`config.mk`:
```
export PLATFORM = sky130hd
export DESIGN_NAME = pwm_phase_gen
export DESIGN_NICKNAME = d
export VERILOG_FILES = /design/src/rtl/pwm_phase_pkg.sv /design/src/rtl/pwm_rst_sync.sv /design/src/rtl/pwm_regs.sv /design/src/rtl/pwm_timebase.sv /design/src/rtl/pwm_deadband.sv /design/src/rtl/pwm_phase_gen.sv
export SDC_FILE = /design/constraint.sdc
export NUM_CORES = 1
export LEC_CHECK = 0
export ABC_AREA = 0
export BUFFER_PORTS_ARGS = -buffer_cell sky130_fd_sc_hd__buf_2
export CORE_MARGIN = 5
export CORE_UTILIZATION = 25
export CTS_CLUSTER_DIAMETER = 80
export DETAILED_ROUTE_END_ITERATION = 6
export SYNTH_ARGS = -nofsm -noshare
export SYNTH_HDL_FRONTEND = slang
export SYNTH_SLANG_ARGS = --single-unit
```
`constraint.sdc`:
```
create_clock -name clk -period 5.85 [get_ports clk]
set_input_delay 0.2925 -clock clk [delete_from_list [all_inputs] [get_ports clk]]
set_output_delay 0.2925 -clock clk [all_outputs]
set_load 0.02 [all_outputs]
```
`src/rtl/pwm_phase_pkg.sv`:
```
package pwm_phase_pkg;
  localparam int CB_RUN    = 0;
  localparam int CB_CLR    = 1;
  localparam int CB_CENTER = 2;
  localparam int CB_DIR    = 3;
  localparam int CB_DTEN   = 4;
  localparam int CB_PAIR   = 5;

  typedef enum logic [2:0] {
    A_CTRL = 3'd0,
    A_DUTY = 3'd1,
    A_PER  = 3'd2,
    A_PSC  = 3'd3,
    A_DT   = 3'd4,
    A_CNT  = 3'd5
  } addr_e;

  typedef struct packed {
    logic pair_comp;
    logic dt_en;
    logic center;
    logic run;
  } ctrl_t;
endpackage

```
`src/rtl/pwm_rst_sync.sv`:
```
module pwm_rst_sync #(
  parameter int STAGES = 2
) (
  input  logic clk,
  input  logic rst_n,
  output logic rst_n_sync
);
  logic [STAGES-1:0] sync_q;

  always_ff @(posedge clk or negedge rst_n) begin
    if (!rst_n) sync_q <= '0;
    else        sync_q <= {sync_q[STAGES-2:0], 1'b1};
  end

  assign rst_n_sync = sync_q[STAGES-1];
endmodule

```
`src/rtl/pwm_regs.sv`:
```
module pwm_regs
  import pwm_phase_pkg::*;
#(
  parameter int DATA_W = 8,
  parameter int CW     = 8,
  parameter int PW     = 8,
  parameter int DW     = 8
) (
  input  logic              clk,
  input  logic              rst_n,
  input  logic              wr,
  input  logic [2:0]        addr,
  input  logic [DATA_W-1:0] wdata,
  input  logic [CW-1:0]     cnt,
  input  logic              dir_up,
  output ctrl_t             ctrl,
  output logic              clr,
  output logic [CW-1:0]     duty_sh,
  output logic [CW-1:0]     per_sh,
  output logic [PW-1:0]     psc_val,
  output logic [DW-1:0]     dt_val,
  output logic [DATA_W-1:0] rdata
);
  ctrl_t          ctrl_q, ctrl_d;
  logic           clr_q, clr_d;
  logic [CW-1:0]  duty_q, duty_d, per_q, per_d;
  logic [PW-1:0]  psc_q, psc_d;
  logic [DW-1:0]  dt_q, dt_d;

  always_comb begin
    ctrl_d = ctrl_q;
    clr_d  = 1'b0;
    duty_d = duty_q;
    per_d  = per_q;
    psc_d  = psc_q;
    dt_d   = dt_q;
    if (wr) begin
      case (addr_e'(addr))
        A_CTRL: begin
          ctrl_d.run       = wdata[CB_RUN];
          ctrl_d.center    = wdata[CB_CENTER];
          ctrl_d.dt_en     = wdata[CB_DTEN];
          ctrl_d.pair_comp = wdata[CB_PAIR];
          clr_d            = wdata[CB_CLR];
        end
        A_DUTY:  duty_d = wdata[CW-1:0];
        A_PER:   per_d  = wdata[CW-1:0];
        A_PSC:   psc_d  = wdata[PW-1:0];
        A_DT:    dt_d   = wdata[DW-1:0];
        default: ;
      endcase
    end
  end

  always_ff @(posedge clk or negedge rst_n) begin
    if (!rst_n) begin
      ctrl_q <= '{pair_comp: 1'b1, dt_en: 1'b1, center: 1'b0, run: 1'b0};
      clr_q  <= 1'b0;
      duty_q <= '0;
      per_q  <= '0;
      psc_q  <= '0;
      dt_q   <= '0;
    end else begin
      ctrl_q <= ctrl_d;
      clr_q  <= clr_d;
      duty_q <= duty_d;
      per_q  <= per_d;
      psc_q  <= psc_d;
      dt_q   <= dt_d;
    end
  end

  always_comb begin
    rdata = '0;
    case (addr_e'(addr))
      A_CTRL: begin
        rdata[CB_RUN]    = ctrl_q.run;
        rdata[CB_CLR]    = clr_q;
        rdata[CB_CENTER] = ctrl_q.center;
        rdata[CB_DIR]    = dir_up;
        rdata[CB_DTEN]   = ctrl_q.dt_en;
        rdata[CB_PAIR]   = ctrl_q.pair_comp;
      end
      A_DUTY:  rdata = DATA_W'(duty_q);
      A_PER:   rdata = DATA_W'(per_q);
      A_PSC:   rdata = DATA_W'(psc_q);
      A_DT:    rdata = DATA_W'(dt_q);
      A_CNT:   rdata = DATA_W'(cnt);
      default: rdata = '0;
    endcase
  end

  assign ctrl    = ctrl_q;
  assign clr     = clr_q;
  assign duty_sh = duty_q;
  assign per_sh  = per_q;
  assign psc_val = psc_q;
  assign dt_val  = dt_q;
endmodule

```
`src/rtl/pwm_timebase.sv`:
```
module pwm_timebase #(
  parameter int CW = 8,
  parameter int PW = 8
) (
  input  logic          clk,
  input  logic          rst_n,
  input  logic          run,
  input  logic          clr,
  input  logic          center,
  input  logic [PW-1:0] psc_val,
  input  logic [CW-1:0] duty_sh,
  input  logic [CW-1:0] per_sh,
  output logic [CW-1:0] cnt,
  output logic [CW-1:0] per_act,
  output logic          dir_up,
  output logic          cmp
);
  logic [PW-1:0] psc_q, psc_d;
  logic [CW-1:0] cnt_q, cnt_d, duty_a_q, duty_a_d, per_a_q, per_a_d;
  logic          dir_q, dir_d;
  logic          tick, reload;

  assign tick = run && (psc_q == psc_val);

  always_comb begin
    psc_d  = psc_q;
    cnt_d  = cnt_q;
    dir_d  = center ? dir_q : 1'b1;
    reload = 1'b0;
    if (clr) begin
      psc_d  = '0;
      cnt_d  = '0;
      dir_d  = 1'b1;
      reload = 1'b1;
    end else if (run) begin
      psc_d = tick ? '0 : psc_q + PW'(1);
      if (tick) begin
        if (!center) begin
          if (cnt_q >= per_a_q) begin
            cnt_d  = '0;
            reload = 1'b1;
          end else begin
            cnt_d = cnt_q + CW'(1);
          end
        end else if (dir_q) begin
          if (cnt_q >= per_a_q) begin
            if (per_a_q == '0) begin
              cnt_d  = '0;
              reload = 1'b1;
            end else begin
              cnt_d = cnt_q - CW'(1);
              dir_d = 1'b0;
            end
          end else begin
            cnt_d = cnt_q + CW'(1);
          end
        end else begin
          if (cnt_q <= CW'(1)) begin
            cnt_d  = '0;
            dir_d  = 1'b1;
            reload = 1'b1;
          end else begin
            cnt_d = cnt_q - CW'(1);
          end
        end
      end
    end
    duty_a_d = reload ? duty_sh : duty_a_q;
    per_a_d  = reload ? per_sh  : per_a_q;
  end

  always_ff @(posedge clk or negedge rst_n) begin
    if (!rst_n) begin
      psc_q    <= '0;
      cnt_q    <= '0;
      dir_q    <= 1'b1;
      duty_a_q <= '0;
      per_a_q  <= '0;
    end else begin
      psc_q    <= psc_d;
      cnt_q    <= cnt_d;
      dir_q    <= dir_d;
      duty_a_q <= duty_a_d;
      per_a_q  <= per_a_d;
    end
  end

  assign cnt     = cnt_q;
  assign per_act = per_a_q;
  assign dir_up  = dir_q;
  assign cmp     = cnt_q < duty_a_q;
endmodule

```
`src/rtl/pwm_deadband.sv`:
```
module pwm_deadband #(
  parameter int DW = 8
) (
  input  logic          clk,
  input  logic          rst_n,
  input  logic          cmp,
  input  logic          dt_en,
  input  logic          pair_comp,
  input  logic [DW-1:0] dt_val,
  output logic          out_hi,
  output logic          out_lo
);
  logic          cmp_q;
  logic [DW-1:0] dt_q, dt_d;
  logic          gate_open;
  logic          hi_q, hi_d, lo_q, lo_d;

  always_comb begin
    if (!dt_en)              dt_d = '0;
    else if (cmp != cmp_q)   dt_d = dt_val;
    else if (dt_q != '0)     dt_d = dt_q - DW'(1);
    else                     dt_d = dt_q;
    gate_open = (dt_d == '0);
    if (!pair_comp) begin
      hi_d = cmp;
      lo_d = cmp;
    end else if (!dt_en) begin
      hi_d = cmp;
      lo_d = !cmp;
    end else begin
      hi_d = cmp  && gate_open;
      lo_d = !cmp && gate_open;
    end
  end

  always_ff @(posedge clk or negedge rst_n) begin
    if (!rst_n) begin
      cmp_q <= 1'b0;
      dt_q  <= '0;
      hi_q  <= 1'b0;
      lo_q  <= 1'b0;
    end else begin
      cmp_q <= cmp;
      dt_q  <= dt_d;
      hi_q  <= hi_d;
      lo_q  <= lo_d;
    end
  end

  assign out_hi = hi_q;
  assign out_lo = lo_q;
endmodule

```
`src/rtl/pwm_phase_gen.sv`:
```
module pwm_phase_gen
  import pwm_phase_pkg::*;
#(
  parameter int DATA_W    = 8,
  parameter int CW        = 8,
  parameter int PW        = 8,
  parameter int DW        = 8,
  parameter int RST_STAGES = 2
) (
  input  logic              clk,
  input  logic              rst_n,
  input  logic              reg_wr,
  input  logic [2:0]        reg_addr,
  input  logic [DATA_W-1:0] reg_wdata,
  output logic [DATA_W-1:0] reg_rdata,
  output logic              out_hi,
  output logic              out_lo
);
  logic          rst_n_int;
  ctrl_t         ctrl;
  logic          clr_pulse, dir_up, cmp;
  logic [CW-1:0] duty_sh, per_sh, cnt, per_act;
  logic [PW-1:0] psc_val;
  logic [DW-1:0] dt_val;

  pwm_rst_sync #(.STAGES(RST_STAGES)) u_rst (
    .clk(clk), .rst_n(rst_n), .rst_n_sync(rst_n_int)
  );

  pwm_regs #(.DATA_W(DATA_W), .CW(CW), .PW(PW), .DW(DW)) u_regs (
    .clk(clk), .rst_n(rst_n_int), .wr(reg_wr), .addr(reg_addr),
    .wdata(reg_wdata), .cnt(cnt), .dir_up(dir_up), .ctrl(ctrl),
    .clr(clr_pulse), .duty_sh(duty_sh), .per_sh(per_sh),
    .psc_val(psc_val), .dt_val(dt_val), .rdata(reg_rdata)
  );

  pwm_timebase #(.CW(CW), .PW(PW)) u_tb (
    .clk(clk), .rst_n(rst_n_int), .run(ctrl.run), .clr(clr_pulse),
    .center(ctrl.center), .psc_val(psc_val), .duty_sh(duty_sh),
    .per_sh(per_sh), .cnt(cnt), .per_act(per_act), .dir_up(dir_up),
    .cmp(cmp)
  );

  pwm_deadband #(.DW(DW)) u_db (
    .clk(clk), .rst_n(rst_n_int), .cmp(cmp), .dt_en(ctrl.dt_en),
    .pair_comp(ctrl.pair_comp), .dt_val(dt_val),
    .out_hi(out_hi), .out_lo(out_lo)
  );
endmodule

```
== Word-level counts from Yosys, hierarchy flattened ==
Cells that the tools add are included.

* Output and inout port bits: 10
* Bits in registers: 83
* Bits of input ports: 14
* Word-level logic and storage cells: 90

* Mux-type cells: 41
* Add/subtract/negate cells: 4
* Eq/ne operators: 7
* Order comparisons: 3
* Reduce and logical (&&, ||, !) cells: 16

{| class="wikitable"
|+ Operators with widths
! cell !! count
|-
| 8-bit 2-to-1 mux || 15
|-
| 6-bit one-hot mux with 6 select lines || 1
|-
| 1-bit 2-to-1 mux || 24
|-
| 8-bit by 1-bit adder with 8-bit output (second input constant) || 2
|-
| 8-bit zero test || 2
|-
| 8-bit by 1-bit subtractor with 8-bit output (second input constant) || 2
|-
| 2-bit AND reduction || 6
|-
| 2-bit one-hot mux with 5 select lines || 1
|-
| 8-bit == test || 1
|-
| 8-bit greater-or-equal comparator || 1
|-
| 8-bit by 1-bit less-or-equal comparator with 1-bit output (second input constant) || 1
|-
| 8-bit less-than comparator || 1
|-
| 8-bit nonzero test || 1
|-
| 3-bit by 2-bit == test with 1-bit output (second input constant) || 2
|-
| 3-bit == test (second input constant) || 2
|-
| 2-bit nonzero test || 2
|-
| 3-bit by 1-bit == test with 1-bit output (second input constant) || 1
|-
| 1-bit logical AND || 3
|-
| 3-bit zero test || 1
|-
| 1-bit zero test || 1
|-
| 1-bit inequality test || 1
|}

== Depth between registers and ports, before layout ==
Gate-level depths: netlist of the first run.

* Depth in word-level cells: 8
* Gate-level depth with buffers: 9
* Gate-level depth less buffers: 8

== Cells and area by module ==
From an unflattened synthesis of the first run, not the netlist that was laid out.

* Cell total of the unflattened synthesis: 443
* Area total of the unflattened synthesis: 4880.9 um^2

{| class="wikitable"
|+ Modules (own cells, without submodules)
! module !! area each (um^2) !! seq. area each (um^2) !! cells each !! instances
|-
| pwm_timebase || 2233.4 || 827.0 || 226 || 1
|-
| pwm_regs || 1881.8 || 928.4 || 138 || 1
|-
| pwm_deadband || 711.9 || 275.3 || 76 || 1
|-
| pwm_rst_sync || 53.8 || 50.0 || 3 || 1
|}

== Worst setup path before layout of the first run ==
Ideal clock, no wire load.

* Path kind: reg-to-reg
* Start point: reg u_tb.cnt_q[7], in the netlist u_tb.cnt[7]
* End point: reg u_tb.duty_a_q[6]
* Cell stages (with the launch flop): 9
* Data required time: 5.725 ns
* Setup time: 0.125 ns
* Period minus slack after synthesis: 2.571 ns
* Data arrival time: 2.446 ns
* Setup slack: 3.279 ns
* Cells stage by stage: dfrtp_1 ha_1 and3_1 a221oi_1 o221ai_1 and2_4 a21oi_4 buf_12 mux2_4

* Cells in the longest elaborated chain, start to end: 7
* Elaborated cells on any way between the ends: 10

{| class="wikitable"
|+ RTL lines
! item !! RTL line !! source
|-
| start, declared || pwm_timebase.sv:19 || <nowiki>logic [CW-1:0] cnt_q, cnt_d, duty_a_q, duty_a_d, per_a_q, per_a_d;</nowiki>
|-
| start signal, assigned || pwm_timebase.sv:81 || <nowiki>cnt_q <= cnt_d;</nowiki>
|-
| 8-bit by 1-bit less-or-equal comparator with 1-bit output / 8-bit greater-or-equal comparator (equally long branches) || pwm_timebase.sv:58, pwm_timebase.sv:39, pwm_timebase.sv:46 ||
|-
| 1-bit 2-to-1 mux (on tied branches) || pwm_timebase.sv:58, pwm_timebase.sv:46 ||
|-
| 1-bit 2-to-1 mux || pwm_timebase.sv:45 || <nowiki>end else if (dir_q) begin</nowiki>
|-
| 1-bit 2-to-1 mux * || pwm_timebase.sv:38 || <nowiki>if (!center) begin</nowiki>
|-
| 1-bit 2-to-1 mux * || pwm_timebase.sv:37 || <nowiki>if (tick) begin</nowiki>
|-
| 1-bit 2-to-1 mux * || pwm_timebase.sv:35 || <nowiki>end else if (run) begin</nowiki>
|-
| 1-bit 2-to-1 mux * || pwm_timebase.sv:30 || <nowiki>if (clr) begin</nowiki>
|-
| end signal, assigned || pwm_timebase.sv:83 || <nowiki>duty_a_q <= duty_a_d;</nowiki>
|-
| end, declared || pwm_timebase.sv:19 ||
|}

Every way passes the cells marked *; elsewhere a longest branch is shown, timed or not.
A chain may end at the register's enable or synchronous reset.

== Worst setup path in the final report of the first run ==
* Start point: reg u_tb.cnt_q[5], in the netlist u_tb.cnt[5]
* End point: reg u_tb.duty_a_q[1]

The elaborated chain is that of the path after synthesis.

==> impl_results.md, run 1 <==
* Status: finished, final reports clean
* Critical-path cell list: ha_1 > and3_1 > a221oi_1 > o221ai_1 > and2_4 > a21oi_4 > mux2_2
* DR top layer: met4
* Initial detailed-routing violation count at 236
* Launch point of the worst hold path: reg_wdata[3]
* Die Wd at 149.5 µm
* Placeable Area at 19330 µm²
* # nets final at 515
* Largest net degree at the start of global routing at 82
* R2r startpoint: u_tb.cnt[5]
* Worst Clk Skew at 0.01241 ns
* Initial antenna violation count at 0
* WP data arrival at 3.33 ns
* Largest family of logic cells by synthesized area: multiplexers
* Avg Inst Size Synth at 10.52 µm²
* Synth Area in XOR/XNOR at 4.117%
* Die Height at 149.5 µm
* Vias in the first global route at 3516
* Compound-Gate Fraction of Synth Area at 11.99%
* Post-DRT Antenna Nets at 0
* Met2 Wirelength at 5.167 mm
* Setup TNS at 0 ns
* Placed cells at 733
* CP bufs+invs at 0
* Final global-route overflow total at 0
* Post-synthesis mux area share at 17.88%
* Clock network power share at 22.3%
* Wl on met1 at 5.662 mm
* Fin area at 5534 µm²
* Crit path time final at 3.102 ns
* Synth Register Bits at 83
* Hold_ws at 0.2329 ns
* # H-tree levels at 3
* DIE AREA at 22340 µm²
* Hold Vio Cnt, Final at 0
* Pwr dens at 467.2 nW/µm²
* P_sw at 982.4 µW
* Adder-Cell Fraction of Synth Area at 5.404%
* Most used DFF post-synth: dfrtp_1
* Kind of critical path: reg -> reg
* Root Buffer: clkbuf_16
* Leading cell types in the layout, fill and taps excluded: dfrtp_1 (79), mux2_2 (47), nand2_1 (33)
* CP required at 6.08 ns
* RSZ-0062 raised after global routing: no
* Placed inst area at 5230 µm²
* Critical path peak fanout at 16
* Switching share of power at 38.00%
* TritonCTS clock tree: done
* Slew @ Worst Pin at 1.071 ns
* Fraction of layout cells with a size suffix above 1 at 21.86%
* Layout Cells excl Fill at 750
* Port bufs at 23
* Number of setup violations in the final report at 0
* DRC errors left at 0
* Crit share post-route at 53.03%
* Async SR Flop Fraction at 100.0%
* Max_cap viols at 0
* Leakage at 0.002456 µW
* Num CTS Buffers at 9
* Routed met3 length at 499 µm
* Post-synthesis sequential area ratio at 42.79%
* Slowest stage cell, crit path: a21oi_4
* Cells after Synth at 462
* Most common cell after layout, fill and taps aside: dfrtp_1
* FF-to-FF setup slack at 2.75 ns
* Area Growth Syn to Fin at 13.82%
* Hold endpoint: u_regs.per_sh[3]
* Max Buffers Root-to-Sink at 2
* Worst min path class: in -> reg
* ANT cells at 0
* Clock sink count at 83
* GRT Total Usage at 10.72%
* Insertion delay to the later sink of the worst-skew pair at 0.35 ns
* Kind of cell adding the most delay to the critical path: compound AO/OA/AOI/OAI gates
* Syn_nets at 497
* Reg-to-reg endpoint: u_tb.duty_a_q[1]
* Worst stage delay on the critical path at 0.53 ns
* Area of the mapped netlist at 4862 µm²
* Via count at 3491
* Gpl congestion at 0.8221
* Clock transition at path regs at 0.07 ns
* First-pass GRT wire length at 18.94 mm
* FMAX at 322.3 MHz
* Final WL at 11.43 mm
* P_int at 1603 µW
* Critical Path End Type: flip-flop
* Sequential share of power at 38.4%
* I/O pin count at 24
* Synth warnings at 0
* Post-DR vias/cell at 4.655
* Worst hold stages at 2
* Post-DR wirelength/cell at 15.23 µm
* Combinational Power Share at 39.3%
* Number of max-slew violations in the final report at 0
* Detailed Routing Iterations Pass 1 at 4
* Rel. slew slack at 28.06%
* Worst path depth at 7
* Row count at 51
* R2R depth at 7
* DPL Wire Length at 8.445 mm
* Unique masters post-synth at 58
* Worst vdd ir at 0.0002478 V
* Worst Setup Start Kind: flip-flop
* Initial Utilization at 25.15%
* Synth Area in Simple Gates at 13.64%
* Post-synth EDFFs at 0
[final cells by class]
cell class | instances | area [µm²]
Fill cell | 2020 | 13800
Multi-Input combinational cell | 333 | 2582
Sequential cell | 83 | 2085
Tap cell | 265 | 331.6
Clock buffer | 11 | 232.7
Timing Repair Buffer | 26 | 140.1
Inverter | 27 | 101.3
Clock inverter | 5 | 61.31
[routing by layer]
layer | track usage, % | up-vias
met5 | 0 | -
met1 | 15.07 | 1710
li1 | - | 1709
met3 | 2.392 | 11
met2 | 16.83 | 61
met4 | 2.563 | 0
[kinds of logic (layout without fill, tap and decap cells)]
group	count (synthesis)	count (layout)
AND/OR/NAND/NOR	131	131
flip-flops	83	83
AO/OA/AOI/OAI	82	82
multiplexers	76	76
buffers and inverters	46	69
XOR/XNOR	22	22
adder cells (fa/ha/maj)	21	21
other	1	1
[cell usage after synthesis, types with 10 or more instances]
library cell	instances	share of area, %
ha_1	21	5.4
nor2_1	27	2.1
mux2i_1	19	3.9
dfrtp_1	80	41
nand2_1	33	2.5
clkbuf_1	12	0.93
inv_1	26	2.0
xnor2_1	14	2.5
a21oi_1	17	1.7
o21ai_0	15	1.5
mux2_4	10	3.1
mux2_2	47	11
nand3_1	15	1.5
[per-stage QoR]
stage,worst slack (ns),total power [µW],utilization [%]
2_1_floorplan,3.279,1774,-
3_3_place_gp,2.815,2015,27.05
3_5_place_dp,2.760,2020,27.05
4_1_cts,2.747,2603,28.62
5_1_grt,2.549,2792,28.62
6_report,2.748,2586,28.62
[worst max-delay path by stage]
stage                     start                to  slack, ns
floorplan           u_tb.cnt[7]  u_tb.duty_a_q[6]       3.28
global placement    u_tb.cnt[5]  u_tb.duty_a_q[5]       2.81
detailed placement  u_tb.cnt[5]  u_tb.duty_a_q[1]       2.76
CTS                 u_tb.cnt[5]  u_tb.duty_a_q[1]       2.75
global route        u_tb.cnt[5]  u_tb.duty_a_q[1]       2.55
finish              u_tb.cnt[5]  u_tb.duty_a_q[1]       2.75
[what timing repair did]
item	in CTS	in global routing
buffers inserted	0	0
hold endpoints to repair	2	0
resized for setup	0	0
hold buffers	1	0
[flip-flops by register name, indices dropped and copies added, names as in the netlist, 2 cells and up]
register / count
u_db.dt_q: 8
u_regs.dt_val: 8
u_regs.duty_sh: 8
u_regs.per_sh: 8
u_regs.psc_val: 8
u_tb.cnt: 8
u_tb.duty_a_q: 8
u_tb.per_act: 8
u_tb.psc_q: 8
u_regs.ctrl: 4
u_rst.sync_q: 2
[power by group through the flow]
stage | combinational (µW) | sequential [µW] | clock (µW)
floorplan | 874 | 900 | 0
global placement | 1020 | 997 | 0
detailed placement | 1010 | 1010 | 0
CTS | 1020 | 994 | 585
global route | 1150 | 1030 | 611
finish | 1020 | 993 | 577
No activity file was read; power rests on OpenSTA's default activity.
==> inputs of run 2 (changes only) <==
==> constraint.sdc (replaced) <==
create_clock -name clk -period 2.9 [get_ports clk]
set_input_delay 0.145 -clock clk [delete_from_list [all_inputs] [get_ports clk]]
set_output_delay 0.145 -clock clk [all_outputs]
set_load 0.02 [all_outputs]
==> run 2 against run 1 <==
Against the previous run:
- hold slack lost 0.13 ns
- setup slack lost 2.5 ns
- highest routed layer unchanged
- via count grew 2.3%
- wire length grew 3.0%
- sequential share of layout area shrank 0.99 points
- sequential power grew 96%
- fmax grew 17%
- global-route usage grew 0.33 points
- final cell count grew 2.4%
- cell area grew 2.7%
- critical path depth grew 1
- critical path type unchanged
==> impl_results.md, run 2 (synthesis results as in run 1) <==
* Placed cells at 751 (+2.5%)
* GRT Total Usage at 11.05% (+0.33 points)
* Final WL at 11.77 mm (+3.0%)
* Max Buffers Root-to-Sink at 2 (unchanged)
* Critical Path End Type: flip-flop
* Port bufs at 23 (unchanged)
* Crit path time final at 2.661 ns (-0.4417 ns)
* Slew @ Worst Pin at 1.048 ns (-0.02311 ns)
* Post-DR vias/cell at 4.652 (about the same)
* Die Height at 149.5 µm (unchanged)
* Initial antenna violation count at 0 (unchanged)
* FF-to-FF setup slack at 0.24 ns (-2.51 ns)
* Initial detailed-routing violation count at 258 (+9.3%)
* Kind of critical path: reg -> reg
* # H-tree levels at 3 (unchanged)
* Setup TNS at 0 ns (unchanged)
* Clock sink count at 83 (unchanged)
* Pwr dens at 946.5 nW/µm² (+100%)
* Worst min path class: in -> reg
* Post-CTS Resized at 0 (unchanged)
* RSZ-0062 raised after global routing: no
* Met2 Wirelength at 5.218 mm (+0.99%)
* I/O pin count at 24 (unchanged)
* Insertion delay to the later sink of the worst-skew pair at 0.33 ns (-0.02 ns)
* Gpl congestion at 0.8594 (+4.5%)
* Setup Fix Bufs, Post-CTS at 0 (unchanged)
* DIE AREA at 22340 µm² (unchanged)
* Clock transition at path regs at 0.06 ns (about the same)
* Initial Utilization at 25.15% (unchanged)
* Critical path peak fanout at 16 (unchanged)
* Crit share post-route at 91.74% (+39 points)
* Beginning of the critical path: u_tb.cnt[6]
* Placeable Area at 19330 µm² (unchanged)
* Die Wd at 149.5 µm (unchanged)
* Number of max-slew violations in the final report at 0 (unchanged)
* Largest net degree at the start of global routing at 82 (unchanged)
* FMAX at 375.9 MHz (+17%)
* Reg-to-reg endpoint: u_tb.duty_a_q[5]
* Routed met3 length at 369 µm (-26%)
* Area Growth Syn to Fin at 16.88%
* Status: finished, final reports clean
* CP required at 3.12 ns (-2.96 ns)
* Row count at 51 (unchanged)
* # nets final at 533 (+3.5%)
* Worst vdd ir at 0.0004193 V (+69%)
* ANT cells at 0 (unchanged)
* Final worst setup slack at 0.2394 ns (-2.508 ns)
* Rel. slew slack at 30.15% (+2.1 points)
* Detailed Routing Iterations Pass 1 at 4 (unchanged)
* DRC errors left at 0 (unchanged)
* Fill count at 2019 (-0.050%)
* Worst Clk Skew at 0.004471 ns (-0.007937 ns)
* Hold Vio Cnt, Final at 0 (unchanged)
* Max_cap viols at 0 (unchanged)
* DPL Wire Length at 8.789 mm (+4.1%)
* Wl on met1 at 5.979 mm (+5.6%)
* Number of setup violations in the final report at 0 (unchanged)
* Post-DR wirelength/cell at 15.33 µm (+0.62%)
* Leading cell types in the layout, fill and taps excluded: dfrtp_1 (79), mux2_2 (47), nand2_1 (33)
* Layout Utilization at 29.39% (+0.77 points)
* Post-DRT Antenna Nets at 0 (unchanged)
* R2R depth at 8 (+1)
* Via count at 3573 (+2.3%)
* Root Buffer: clkbuf_16
* Pre-CTS setup slack at 0.2886 ns (-2.471 ns)
* Hold_ws at 0.09827 ns (-0.1347 ns)
* Num CTS Buffers at 9 (unchanged)
* Fraction of layout cells with a size suffix above 1 at 24.65% (+2.8 points)
* Vias in the first global route at 3614 (+2.8%)
* Most common cell after layout, fill and taps aside: dfrtp_1
* Worst Setup Start Kind: flip-flop
* CP endpoint: u_tb.duty_a_q[5]
* Leakage at 0.002556 µW (+4.0%)
* Final global-route overflow total at 0 (unchanged)
* TritonCTS clock tree: done
* WP data arrival at 2.88 ns (-0.45 ns)
* R2r startpoint: u_tb.cnt[6]
* Layout Cells excl Fill at 768 (+2.4%)
* DR top layer: met4
* First-pass GRT wire length at 19.66 mm (+3.8%)
-- run 2: worst max-delay path, cell delays in order (launching register included) --
cell and delay, ns:
dfrtp_1 0.48, ha_1 0.35, a21o_1 0.16, a221oi_1 0.41
o221ai_1 0.23, and2_4 0.22, a21oi_4 0.16, buf_12 0.19
mux2_2 0.34
-- run 2: power breakdown --
part | leakage, µW | total [µW] | internal (µW) | switching [µW]
logic | 0.00138 | 2290 | 1160 | 1130
clock network | 0.000147 | 1140 | 691 | 448
registers | 0.00103 | 1950 | 1530 | 424
-- run 2: routing by layer --
layer  GRT usage, %  up-vias
li1               -     1750
met1          16.10     1740
met2          16.56       61
met3          2.392       22
met4          3.021        0
met5              0        -
-- run 2: timing repair --
action	CTS	global route
hold buffers	1	0
hold endpoints to repair	2	0
endpoints found under the setup margin	0	0
-- run 2: through the flow --
stage	cell area (µm²)	power, µW
6_report	5683	5379
5_1_grt	5683	5807
4_1_cts	5683	5436
3_5_place_dp	5378	4254
3_3_place_gp	5378	4219
2_1_floorplan	4862	3579
-- run 2: final cells by class --
cell class              count  area (µm²)  area share [%]
clock buffers              12       246.5           4.337
clock inverters             4       48.80          0.8587
inverters                  27       101.3           1.783
well taps                 265       331.6           5.834
multi-input cells         333        2582           45.44
repair buffers             44       287.8           5.064
flip-flops and latches     83        2085           36.68
-- run 2: how the worst min path moves through the flow --
stage,end,startpoint,slack (ns),cells past startpoint
after floorplan,u_rst.sync_q[0],rst_n,-0.15,0
after global placement,u_rst.sync_q[0],rst_n,-0.07,1
after detailed placement,u_rst.sync_q[0],rst_n,-0.07,1
after CTS,u_regs.per_sh[7],reg_wdata[7],0.08,2
after global routing,u_regs.duty_sh[7],reg_wdata[7],0.10,2
final,u_regs.psc_val[7],reg_wdata[7],0.1,2
==> inputs of run 3 (changes only) <==
--- a/config.mk
+++ b/config.mk
@@ -5,7 +5,7 @@
 export SDC_FILE = /design/constraint.sdc
 export NUM_CORES = 1
 export LEC_CHECK = 0
-export ABC_AREA = 0
+export ABC_AREA = 1
 export BUFFER_PORTS_ARGS = -buffer_cell sky130_fd_sc_hd__buf_2
 export CORE_MARGIN = 5
 export CORE_UTILIZATION = 25
==> run 3 against run 2 <==
Against the previous run:
- non-clock buffer count decreased by 18
- die area decreased by 2.5%
- register-to-register slack gained 0.27 ns
- sequential cell count stayed put
- hold slack better by 0.016 ns
- power grew 5.6%
- wire length is 3.9% higher
- synthesized cell count grew 30%
- largest power group unchanged
==> impl_results.md, run 3 <==
* Status: finished, final reports clean
* Root Buffer: clkbuf_16
* Vias in the first global route at 3863 (+6.9%)
* Detailed Routing Iterations Pass 1 at 5 (+1)
* Number of setup violations in the final report at 0 (unchanged)
* DPL Wire Length at 9.213 mm (+4.8%)
* Worst min path class: in -> async
* Rel. slew slack at 28.13% (-2.0 points)
* Final worst setup slack at 0.5066 ns (+0.2672 ns)
* Slew @ Worst Pin at 1.078 ns (+0.03024 ns)
* FMAX at 417.8 MHz (+11%)
* Avg Inst Size Synth at 7.858 µm² (-25%)
* Cells after Synth at 602 (+30%)
* I/O pin count at 24 (unchanged)
* Max Buffers Root-to-Sink at 2 (unchanged)
* Leading cell types in the layout, fill and taps excluded: nand2_1 (125), inv_1 (82), dfrtp_1 (79)
* Num CTS Buffers at 9 (unchanged)
* Placed inst area at 5084 µm² (-5.5%)
* Layout Utilization at 29.16% (-0.23 points)
* Setup TNS at 0 ns (unchanged)
* Final global-route overflow total at 0 (unchanged)
* Crit path time final at 2.393 ns (-0.2672 ns)
* Clock transition at path regs at 0.07 ns (about the same)
* Port bufs at 23 (unchanged)
* GRT Total Usage at 11.69% (+0.64 points)
* Critical Path End Type: flip-flop
* Post-synthesis sequential area ratio at 43.98% (+1.2 points)
* Cell with the most instances after synthesis: nand2_1
* Initial detailed-routing violation count at 305 (+18%)
* ANT cells at 0 (unchanged)
* Die Height at 147.6 µm (-1.3%)
* Critical path peak fanout at 16 (unchanged)
* Largest family of logic cells by synthesized area: simple AND/OR/NAND/NOR gates
* Gpl congestion at 0.8357 (-2.8%)
* CP required at 3.18 ns (+0.06 ns)
* Unique masters post-synth at 40 (-31%)
* Synth cell count leaders: nand2_1 (125), inv_1 (82), dfrtp_1 (80)
* Pre-CTS setup slack at 0.5460 ns (+0.2573 ns)
* Hold buffer count at CTS at 1 (unchanged)
* Hold Vio Cnt, Final at 0 (unchanged)
* DRC errors left at 0 (unchanged)
* Critical-path cell list: ha_1 > a21oi_1 > o21ai_0 > a21oi_1 > nand3_1 > nand2_1 > or2_1 > nand3_1 > nand2_1
* Most used DFF post-synth: dfrtp_1
* Synth area leader: dfrtp_1
* Kind of critical path: reg -> reg
* Fill count at 2044 (+1.2%)
* DIE AREA at 21770 µm² (-2.5%)
* Insertion delay to the later sink of the worst-skew pair at 0.34 ns (about the same)
* Worst stage delay on the critical path at 0.48 ns (about the same)
* Compound-Gate Fraction of Synth Area at 12.77% (+0.78 points)
* Post-DR vias/cell at 4.652 (about the same)
* Synth Area in Simple Gates at 25.68% (+12 points)
* CP bufs+invs at 0 (-1)
* Slowest stage cell, crit path: dfrtp_1
* Synth Register Bits at 83 (unchanged)
* Worst vdd ir at 0.0003537 V (-16%)
* Top cells by area, synth: dfrtp_1 (42%), nand2_1 (9.9%), nand3_1 (7.6%), inv_1 (6.5%), o21ai_0 (5.8%)
* Max_cap viols at 0 (unchanged)
* Final WL at 12.23 mm (+3.9%)
* Post-DRT Antenna Nets at 0 (unchanged)
* Total power at 5678 µW (+5.6%)
* Synth Area in XOR/XNOR at 3.147% (-0.97 points)
* Worst Setup Start Kind: flip-flop
* Leakage at 0.002703 µW (+5.8%)
* Via count at 4029 (+13%)
* Syn_nets at 637 (+28%)
* Die Wd at 147.6 µm (-1.3%)
* Placeable Area at 18640 µm² (-3.6%)
* Area Growth Syn to Fin at 14.92%
* Initial antenna violation count at 0 (unchanged)
* Row count at 50 (-2.0%)
* Post-DR wirelength/cell at 14.13 µm (-7.9%)
* Post-CTS Resized at 0 (unchanged)
* RSZ-0062 raised after global routing: no
* Most common cell after layout, fill and taps aside: nand2_1
* Initial Utilization at 25.38% (+0.23 points)
* Async SR Flop Fraction at 100.0% (unchanged)
* WP data arrival at 2.67 ns (-0.21 ns)
* Area of the mapped netlist at 4731 µm² (-2.7%)
* # H-tree levels at 3 (unchanged)
* Fin area at 5436 µm² (-4.3%)
* # nets final at 662 (+24%)
* Kind of cell adding the most delay to the critical path: simple AND/OR/NAND/NOR gates
* Crit share post-route at 82.53% (-9.2 points)
* Adder-Cell Fraction of Synth Area at 5.554% (+0.15 points)
* Fraction of layout cells with a size suffix above 1 at 9.968% (-15 points)
* First-pass GRT wire length at 20.58 mm (+4.7%)
* Setup Fix Bufs, Post-CTS at 0 (unchanged)
* Number of max-slew violations in the final report at 0 (unchanged)
* Clock sink count at 83 (unchanged)
* TritonCTS clock tree: done
* Post-synth EDFFs at 0 (unchanged)
* Synth warnings at 0 (unchanged)
* Post-synthesis mux area share at 0% (-18 points)
* Pwr dens at 1045 nW/µm² (+10%)
* Top-area cell type share of the netlist area at 42.32% (+1.1 points)
* Worst Clk Skew at 0.009782 ns (+0.005310 ns)
* Largest net degree at the start of global routing at 82 (unchanged)
-- run 3: cell types whose count changed in the layout (fill, tap and decap cells not counted), sizes merged, moves of 12 or more --
| cell | previous run | this run |
|---|---|---|
| buf | 43 | 25 |
| inv | 27 | 87 |
| mux2 | 57 | 0 |
| mux2i | 19 | 0 |
| nand2 | 33 | 130 |
| nand3 | 15 | 72 |
| nor2 | 27 | 42 |
| o21ai | 15 | 56 |
| xnor2 | 15 | 3 |
-- run 3: metal layers --
layer / wire length, µm / track usage (%)
met5: 0 / 0
met4: 197 / 4.101
met3: 631 / 2.054
met2: 5504 / 17.94
met1: 5900 / 16.58
-- run 3: layout make-up --
cell class / count / area (µm²) / share of cell area (%)
Inverter: 91 / 341.6 / 6.283
Clock buffer: 11 / 242.7 / 4.465
Timing Repair Buffer: 26 / 140.1 / 2.578
Multi-Input combinational cell: 416 / 2235 / 41.10
Clock inverter: 5 / 100.1 / 1.841
Tap cell: 234 / 292.8 / 5.386
Sequential cell: 83 / 2085 / 38.34
-- run 3: worst paths after layout --
check	from	to	slack, ns	cells past startpoint
max	u_tb.cnt[3]	u_tb.duty_a_q[5]	0.51	9
min in group clk	reg_wdata[6]	u_regs.dt_val[6]	0.14	3
min reg2reg	u_rst.sync_q[0]	u_rst.sync_q[1]	0.35	0
min	rst_n	u_rst.sync_q[0]	0.11	2
max in group asynchronous	u_rst.sync_q[1]	u_db.dt_q[6]	1.68	0
max reg2reg	u_tb.cnt[3]	u_tb.duty_a_q[5]	0.51	9
-- run 3: power by group --
group | internal (µW) | switching, µW
clock network | 862 | 463
registers | 1480 | 333
logic | 922 | 1620
-- run 3: metrics by stage --
stage | hold slack, ns | cells
final | 0.1140 | 866
after global routing | 0.1191 | 866
after CTS | 0.1013 | 866
after detailed placement | -0.06501 | 849
after global placement | -0.06809 | 849
after floorplan | -0.1506 | 602
-- run 3: cell families (layout without fill, tap and decap cells) --
family | Yosys count | after routing
compound gates | 107 | 107
other cells | 1 | 1
xor+xnor | 17 | 17
flops | 83 | 83
buf+inv | 103 | 133
fa+ha+maj | 21 | 21
simple gates | 270 | 270
-- run 3: worst reg2reg max path, delay by kind of cell, from the launching register on --
family                   cells  cell delay, ns
AO/OA/AOI/OAI                3            0.40
adder cells (fa/ha/maj)      1            0.35
AND/OR/NAND/NOR              5            1.09
flip-flops                   1            0.48
